$ cat config.mk
export PLATFORM = sky130hd
export DESIGN_NAME = rdo_frame_ctrl
export DESIGN_NICKNAME = d
export VERILOG_FILES = /design/src/rtl/rdo_frame_pkg.sv /design/src/rtl/rdo_phase_ctr.sv /design/src/rtl/rdo_out_reg.sv /design/src/rtl/rdo_frame_ctrl.sv
export SDC_FILE = /design/constraint.sdc
export NUM_CORES = 1
export LEC_CHECK = 0
export BUFFER_PORTS_ARGS = -buffer_cell sky130_fd_sc_hd__buf_2
export CORE_UTILIZATION = 40
export CTS_CLUSTER_SIZE = 25
export DETAILED_ROUTE_END_ITERATION = 7
export GPL_TIMING_DRIVEN = 0
export HOLD_SLACK_MARGIN = 0.05
export PLACE_DENSITY_LB_ADDON = 0.25
export SLEW_MARGIN = 20
export SYNTH_ARGS = -nofsm -noshare
export SYNTH_HDL_FRONTEND = slang
export SYNTH_SLANG_ARGS = --single-unit
$ cat constraint.sdc
create_clock -name clk -period 3.85 [get_ports clk]
set_input_delay 0.385 -clock clk [delete_from_list [all_inputs] [get_ports clk]]
set_output_delay 0.385 -clock clk [all_outputs]
set_load 0.02 [all_outputs]
$ cat src/rtl/rdo_frame_pkg.sv
package rdo_frame_pkg;
  function automatic int frame_bits(input int ch, input int bits);
    return ch * bits;
  endfunction

  function automatic int load_cycles(input int ch, input int bits, input int streams);
    return (ch * bits) / streams;
  endfunction

  function automatic int period_cycles(input int ch, input int bits, input int streams);
    return load_cycles(ch, bits, streams) + frame_bits(ch, bits);
  endfunction
endpackage

$ cat src/rtl/rdo_phase_ctr.sv
module rdo_phase_ctr #(
  parameter int LOAD_CYCLES = 320,
  parameter int PERIOD      = 1280,
  localparam int CNT_W      = $clog2(PERIOD)
) (
  input  logic             clk,
  input  logic             rst_n,
  output logic [CNT_W-1:0] pos,
  output logic             in_load,
  output logic             at_frame_start,
  output logic             at_wrap
);
  localparam logic [CNT_W-1:0] LAST  = CNT_W'(PERIOD - 1);
  localparam logic [CNT_W-1:0] SPLIT = CNT_W'(LOAD_CYCLES);

  assign at_wrap        = (pos == LAST);
  assign in_load        = (pos < SPLIT);
  assign at_frame_start = (pos == SPLIT);

  always_ff @(posedge clk) begin
    if (!rst_n)       pos <= '0;
    else if (at_wrap) pos <= '0;
    else              pos <= pos + 1'b1;
  end
endmodule

$ cat src/rtl/rdo_out_reg.sv
module rdo_out_reg #(
  parameter int NUM_STREAMS = 3,
  parameter int SLICE_W     = 320,
  localparam int TOTAL_W    = NUM_STREAMS * SLICE_W
) (
  input  logic                   clk,
  input  logic                   rst_n,
  input  logic                   load,
  input  logic                   shift,
  input  logic [NUM_STREAMS-1:0] din,
  output logic                   msb,
  output logic                   next_msb
);
  logic [TOTAL_W-1:0] oreg;
  logic [TOTAL_W-1:0] loaded;

  genvar k;
  generate
    for (k = 0; k < NUM_STREAMS; k++) begin : g_slice
      assign loaded[k*SLICE_W +: SLICE_W] = {oreg[k*SLICE_W +: SLICE_W-1], din[k]};
    end
  endgenerate

  always_ff @(posedge clk) begin
    if (!rst_n)     oreg <= '0;
    else if (load)  oreg <= loaded;
    else if (shift) oreg <= {oreg[TOTAL_W-2:0], 1'b0};
  end

  assign msb      = oreg[TOTAL_W-1];
  assign next_msb = oreg[TOTAL_W-2];
endmodule

$ cat src/rtl/rdo_frame_ctrl.sv
module rdo_frame_ctrl
  import rdo_frame_pkg::*;
#(
  parameter int CHANNELS     = 96,
  parameter int SAMPLE_BITS  = 10,
  parameter int NUM_STREAMS  = 3,
  localparam int FRAME_BITS  = frame_bits(CHANNELS, SAMPLE_BITS),
  localparam int LOAD_CYCLES = load_cycles(CHANNELS, SAMPLE_BITS, NUM_STREAMS),
  localparam int PERIOD      = period_cycles(CHANNELS, SAMPLE_BITS, NUM_STREAMS),
  localparam int CNT_W       = $clog2(PERIOD)
) (
  input  logic                   clk,
  input  logic                   rst_n,
  input  logic [NUM_STREAMS-1:0] stream_in,
  input  logic                   aux_in,
  output logic                   arr_clk_en,
  output logic                   oreg_load,
  output logic                   oreg_shift,
  output logic                   sdo,
  output logic                   frame_start
);
  logic [CNT_W-1:0] pos;
  logic in_load, at_fs, at_wrap;
  logic reg_msb, reg_next_msb;

  rdo_phase_ctr #(.LOAD_CYCLES(LOAD_CYCLES), .PERIOD(PERIOD)) u_ctr (
    .clk(clk), .rst_n(rst_n), .pos(pos), .in_load(in_load),
    .at_frame_start(at_fs), .at_wrap(at_wrap)
  );

  rdo_out_reg #(.NUM_STREAMS(NUM_STREAMS), .SLICE_W(LOAD_CYCLES)) u_oreg (
    .clk(clk), .rst_n(rst_n), .load(in_load), .shift(!in_load),
    .din(stream_in), .msb(reg_msb), .next_msb(reg_next_msb)
  );

  assign arr_clk_en  = in_load;
  assign oreg_load   = in_load;
  assign oreg_shift  = !in_load;
  assign frame_start = at_fs;
  assign sdo         = in_load ? aux_in : reg_msb;
endmodule

==> results of run 1 <==
[layer usage]
metal / routed length, um / part of all wire (%)
met5: 0 / 0
met4: 977 / 3.1
met3: 1291 / 4.1
met2: 13300 / 42
met1: 16170 / 51
[cell type report]
type                    instances  area, um2  area share, %
flip-flops and latches        971      19440          63.55
multi-input cells            1012       6367          20.82
plain buffers                 109      420.4          1.375
clock buffers                 134       2786          9.110
repair buffers                 12      75.07         0.2454
inverters                       7      26.28        0.08591
well taps                     855       1070          3.498
clock inverters                35      401.6          1.313
[power groups by stage]
| stage | clock (W) | sequential (W) | combinational, W |
|---|---|---|---|
| 3_3_place_gp | 0 | 0.0103 | 0.000160 |
| 4_1_cts | 0.00946 | 0.0101 | 0.000172 |
| 5_1_grt | 0.00987 | 0.0101 | 0.000197 |
| 3_5_place_dp | 0 | 0.0103 | 0.000168 |
| 6_report | 0.00914 | 0.0101 | 0.000163 |
| 2_1_floorplan | 0 | 0.0103 | 0.000115 |
[cells by family (layout without fill, tap and decap cells)]
logic type,after synthesis,in the layout,synth area share (%)
buf+inv,116,297,1.702
fa+ha+maj,2,2,0.09530
mux,1,1,0.04289
compound gates,19,19,0.5052
xor+xnor,3,3,0.1001
simple gates,987,987,23.51
flops,971,971,74.04
[state kept, by name, summed over array words and instances (netlist names)]
name,count
u_oreg.oreg,960
u_ctr.pos,11
[worst reg2reg max path: stages (launching register included)]
cell and delay [ps]:
dfxtp_1 390, ha_1 280, nand4_4 190, o41ai_4 630
nor2_1 110
[worst max-delay path by stage]
stage	end	slack, ps	cells after the start
6_report	sdo	1370	4
5_1_grt	sdo	1230	4
4_1_cts	sdo	1290	4
3_5_place_dp	u_oreg.oreg[649]$_SDFF_PN0_	1930	5
3_3_place_gp	u_oreg.oreg[642]$_SDFF_PN0_	1950	5
2_1_floorplan	sdo	1960	3
[cell usage in the layout, fill, tap and decap left out, drive strengths merged, types with 2 or more instances in the layout]
master / Yosys / layout
bufinv: 0 / 7
inv: 7 / 9
dfxtp: 971 / 971
buf: 7 / 16
nand2: 3 / 3
xnor2: 2 / 2
nand3: 6 / 6
and2: 957 / 957
nor2: 7 / 7
dlygate4sd3: 0 / 3
or3: 4 / 4
ha: 2 / 2
nand4: 3 / 3
nor4: 2 / 2
clkbuf: 102 / 236
o21ai: 7 / 7
clkinv: 0 / 23
a21oi: 7 / 7
clkinvlp: 0 / 3
o21a: 2 / 2
[repair_timing]
item	in CTS	in global routing
resized for setup	0	0
hold buffers	3	0
endpoints found under the hold margin	3	0
[metrics by stage]
step	cell area [um2]	util (%)	hold WS (ps)	power, W	setup WS [ps]
2_1_floorplan	26250	-	411.9	0.01039	1956
3_3_place_gp	27370	42.30	413.8	0.01044	1950
3_5_place_dp	27370	42.30	416.9	0.01045	1928
4_1_cts	30590	47.28	409.8	0.01968	1292
5_1_grt	30590	47.28	422.0	0.02012	1234
6_report	30590	47.28	419.6	0.01936	1374
==> results_dict.tcl, run 1 <==
set metrics [dict create \
    status "finished, final reports clean" \
    crit_family "simple AND/OR/NAND/NOR gates" \
    synthArstFlopShare_pct 0 \
    num_rows 93 \
    place.gp.congestion 0.7035 \
    ys_warn_count 0 \
    drt_wl_total_mm 31.74 \
    vias 12560 \
    swShare_pct 19.39 \
    required_ps 3460 \
    worstPathMaxFanout 6 \
    arrival_ps 2090 \
    synth_area_leaders "dfxtp_1 74%, and2_1 23%, clkbuf_1 1.5%, o21ai_0 0.13%, a21oi_1 0.11%" \
    crit_path_end_kind "output pin" \
    finalHoldViolations 0 \
    hp-start "u_oreg.oreg[888]$_SDFF_PN0_" \
    grt_use_total_pct 10.19 \
    htreeDepth 3 \
    cts_sinks 971 \
    drcViolationCount 0 \
    yosysSeqAreaShare_pct 74.04 \
    areaGrowthSynthToFinish_pct 16.50 \
    rsz0062_at_grt "false" \
    synthCells 2099 \
    synth_common_cells "971 x dfxtp_1, 957 x and2_1, 102 x clkbuf_1" \
    wl_per_cell_um 10.12 \
    yosysMostFrequentCell "dfxtp_1" \
    synth.distinct_cells 31 \
    combPwrFrac_pct 0.8 \
    grt.met2_usage_pct 15.65 \
    initialDrtViolationCount 424 \
    p_leak_nw 12.62 \
    cts_root_buffer "clkbuf_16" \
    initial_utilization_pct 40.58 \
    clk_pin_slew_ps 60 \
    power_density_mw_per_mm2 632.9 \
    grt_antenna_before_repair 0 \
    dpl.hpwl_mm 17.32 \
    synth_top_area_share_pct 74.04 \
    vias_per_cell 4.006 \
    io_buffers 9 \
    grt_pass1_vias 12950 \
    report.final.setup_viol 0 \
    dieArea_mm2 0.06666 \
    power_switching_w 0.003754 \
    start_kind "flop" \
    antenna_left 0 \
    hold_class "reg2reg" \
    busiest_layer "met2" \
    cts_buffers 93 \
    synth_edf_count 0 \
    path_class "reg2out" \
    grt_remaining_overflow 0 \
    postCtsSetupRepairBufs 0 \
    core_region_area_mm2 0.06470 \
    layout-drive-gt1-share_pct 7.851 \
    grt_max_degree 16 \
    clock_skew_ps 15.39 \
    p_clk_share_pct 47.2 \
    layout.nets 2214 \
    worst_slew_pin_slew_ps 644.9 \
    grtUsageMet3_pct 2.670 \
    finalSetupTns_ps 0 \
    nFillCells 5752 \
    grt_pass1_wl_mm 58.05 \
    rr_startpoint "u_ctr.pos[0]$_SDFF_PP0_" \
    die_y_um 258.2 \
    seqPwrFrac_pct 52.0 \
    slew_headroom_pct 57.01 \
    placed_cells 2963 \
    synth_ff_type "dfxtp_1" \
    synth_area_mm2 0.02625 \
    ys_seq_elements 971 \
    worstSetupStartpoint "u_ctr.pos[9]$_SDFF_PP0_" \
    maxCapViolCount 0 \
    clkLatencyLatePin_ps 620 \
    ios 11 \
    r2r_setup_slack_ps 2110 \
    yosysTopAreaCell "dfxtp_1" \
    cp_num_buf_inv 1 \
    slew_violations 0 \
    clock_path_buffers 3 \
    hold_end "u_oreg.oreg[889]$_SDFF_PN0_" \
    cp_cell_sequence "or2_2 > nor2_1 > mux2_2 > buf_2" \
    whs_path_depth 1 \
    reg2reg_to "u_ctr.pos[3]$_SDFF_PP0_" \
    cp_slowest_cell "mux2_2" \
    syn_area_per_cell_um2 12.51 \
    ir_drop_mv 0.3687 \
    drt_pre_antenna_iters 4 \
    max_freq_ghz 0.4039 \
    cts_tree "done" \
    die_w_um 258.2 \
    num_antenna_cells 0 \
    final_cells 3135 \
    syn_nets 2107 \
    min_period_ps 2476 \
    worstRegToRegCells 4 \
    grtUsageMet1_pct 13.25 \
    fin_crit_sh_pct 64.31 \
    p_int_w 0.01560 \
    cpPeakStageDelay_ps 370 \
]
Power figures use the tool's default switching activity.
==> run 2: changes to the inputs <==
--- a/config.mk
+++ b/config.mk
@@ -5,6 +5,7 @@
 export SDC_FILE = /design/constraint.sdc
 export NUM_CORES = 1
 export LEC_CHECK = 0
+export ABC_AREA = 1
 export BUFFER_PORTS_ARGS = -buffer_cell sky130_fd_sc_hd__buf_2
 export CORE_UTILIZATION = 40
 export CTS_CLUSTER_SIZE = 25
==> constraint.sdc (replaced) <==
create_clock -name clk -period 2.15 [get_ports clk]
set_input_delay 0.215 -clock clk [delete_from_list [all_inputs] [get_ports clk]]
set_output_delay 0.215 -clock clk [all_outputs]
set_load 0.02 [all_outputs]
==> results_dict.tcl, run 2 <==
set metrics [dict create \
    status "finished, final reports clean" \
    worstPathMaxFanout 6 \
    grt_remaining_overflow 0 \
    swShare_pct 19.52 \
    cts_root_buffer "clkbuf_16" \
    die_y_um 265.0 \
    cts_buffers 94 \
    p_leak_nw 20.23 \
    crit_path_end_kind "output pin" \
    place.gp.congestion 0.6722 \
    vias 15130 \
    crit_family "simple AND/OR/NAND/NOR gates" \
    htreeDepth 3 \
    syn_area_per_cell_um2 8.992 \
    worstRegToRegCells 7 \
    finalSetupTns_ps 0 \
    slew_headroom_pct 81.78 \
    worst_slew_pin_slew_ps 273.3 \
    grt_use_total_pct 10.02 \
    arrival_ps 1730 \
    grt_pass1_vias 14130 \
    num_antenna_cells 0 \
    cts_resized 0 \
    combPwrFrac_pct 1.2 \
    start_kind "flop" \
    drcViolationCount 0 \
    maxCapViolCount 0 \
    placed_cells 3967 \
    slew_violations 0 \
    worst_hold_slack_ps 160.3 \
    core_region_area_mm2 0.06847 \
    cp_common_cell "nand2_1" \
    report.final.setup_viol 0 \
    fin_crit_sh_pct 90.31 \
    final_cell_mix "985 x nand2_1, 971 x dfxtp_1, 970 x inv_1, 96 x clkbuf_16, 80 x buf_2" \
    dieArea_mm2 0.07020 \
    cp_cell_sequence "nor2_1 > nand3_2 > inv_1 > nand2_1 > nand2_1 > buf_2" \
    synth_area_mm2 0.02766 \
    grt_pass1_wl_mm 61.12 \
    initial_utilization_pct 40.40 \
    io_buffers 9 \
    ir_drop_mv 0.5685 \
    postCtsSetupRepairBufs 0 \
    synth_top_area_share_pct 70.28 \
    seqPwrFrac_pct 51.1 \
    grt_max_degree 15 \
    die_w_um 265.0 \
    vias_per_cell 3.654 \
    dpl.hpwl_mm 17.80 \
    totalPowerFinal_w 0.03526 \
    clk_pin_slew_ps 60 \
    synthCells 3076 \
    syn_nets 3084 \
    cp_slowest_cell "dfxtp_1" \
    synth_area_leaders "dfxtp_1 70%, nand2_1 13%, inv_1 13%, buf_2 1.3%, buf_4 0.98%" \
    cp.depth 6 \
    synth.distinct_cells 16 \
    path_class "reg2out" \
    drt_wl_total_mm 32.83 \
    synth_edf_count 0 \
    top_regs "u_oreg.oreg: 960 flops, u_ctr.pos: 11 flops" \
    layout-drive-gt1-share_pct 8.592 \
    rsz0062_at_grt "false" \
    cts_sinks 971 \
    grt_antenna_before_repair 0 \
    power_switching_w 0.006883 \
    clock_path_buffers 3 \
    cpPeakStageDelay_ps 330 \
    yosysMostFrequentCell "nand2_1" \
    whs_path_depth 4 \
    areaGrowthSynthToFinish_pct 16.23 \
    power_density_mw_per_mm2 1097 \
    largest_register_ffs 960 \
    p_int_w 0.02837 \
    synth_ff_type "dfxtp_1" \
    finalHoldViolations 0 \
    yosysTopAreaCell "dfxtp_1" \
    p_clk_share_pct 47.7 \
    final_cells 4141 \
    wl_per_cell_um 7.929 \
    largest_register "u_oreg.oreg" \
    ios 11 \
    ys_seq_elements 971 \
    synthArstFlopShare_pct 0 \
    drt_pre_antenna_iters 4 \
    initialDrtViolationCount 658 \
    required_ps 1930 \
    hold_class "in2reg" \
    ys_warn_count 0 \
    layout_commonest_cell "nand2_1" \
    yosysSeqAreaShare_pct 70.28 \
    num_rows 96 \
    min_period_ps 1942 \
    clock_skew_ps 29.17 \
    cp_num_buf_inv 2 \
    synth_common_cells "985 x nand2_1, 971 x dfxtp_1, 970 x inv_1" \
    clkLatencyLatePin_ps 630 \
    cts_tree "done" \
    max_freq_ghz 0.5150 \
    layout.nets 3192 \
    antenna_left 0 \
]
[run 2: kinds of logic (layout without fill, tap and decap cells)]
kind of cell	after synthesis	in the layout	share of synthesized area [%]
flip-flops	971	971	70.28
AND/OR/NAND/NOR	1012	1012	13.85
buffers and inverters	1079	1262	15.51
AO/OA/AOI/OAI	8	8	0.1447
XOR/XNOR	4	4	0.1267
adder cells (fa/ha/maj)	2	2	0.09046
[run 2: worst paths after layout]
| path | slack [ps] | end | start |
|---|---|---|---|
| worst max-delay path | 210 | sdo | u_ctr.pos[9]$_SDFF_PP0_ |
| worst min-delay path | 160 | u_oreg.oreg[936]$_SDFF_PN0_ | rst_n |
| worst max register to register | 810 | u_ctr.pos[5]$_SDFF_PP0_ | u_ctr.pos[0]$_SDFF_PP0_ |
| worst min register to register | 380 | u_oreg.oreg[860]$_SDFF_PN0_ | u_oreg.oreg[859]$_SDFF_PN0_ |
[run 2: what timing repair did]
| item | 4_1_cts | 5_1_grt |
|---|---|---|
| hold endpoints to repair | 3 | 0 |
| endpoints found under the setup margin | 0 | 0 |
| hold buffers | 3 | 0 |
[run 2: cell type report]
cell class                      instances  area (um2)
Clock inverter                         32       435.4
Fill cell                            6566       36320
Timing Repair Buffer                   12       75.07
Multi-Input combinational cell       1026        3931
Tap cell                              882        1104
Buffer                                109       648.1
Inverter                              970        3641
Sequential cell                       971       19440
Clock buffer                          139        2874
[run 2: power groups by stage]
stage | sequential (W) | combinational [W] | clock, W
floorplan | 0.0184 | 0.000323 | 0
global placement | 0.0184 | 0.000430 | 0
detailed placement | 0.0184 | 0.000427 | 0
CTS | 0.0180 | 0.000434 | 0.0175
global route | 0.0180 | 0.000478 | 0.0181
finish | 0.0180 | 0.000419 | 0.0168
[run 2: tightest hold or removal path: cells and delay by family]
family                 cells  cell delay [ps]
buffers and inverters      3              440
and+or+nand+nor            1               80
[run 2: stage by stage]
stage	util (%)	setup WS (ps)	instance area, um2
2_1_floorplan	-	778.0	27660
3_3_place_gp	42.08	809.6	28810
3_5_place_dp	42.08	798.4	28810
4_1_cts	46.95	162.7	32150
5_1_grt	46.95	73.70	32150
6_report	46.95	208.4	32150
[run 2: routing by layer]
layer | vias up | global-route usage [%] | share of wire (%)
li1 | 8502 | - | -
met1 | 6440 | 13.66 | 55
met2 | 114 | 14.75 | 39
met3 | 76 | 2.787 | 3.6
met4 | 0 | 4.437 | 3.1
met5 | - | 0 | 0
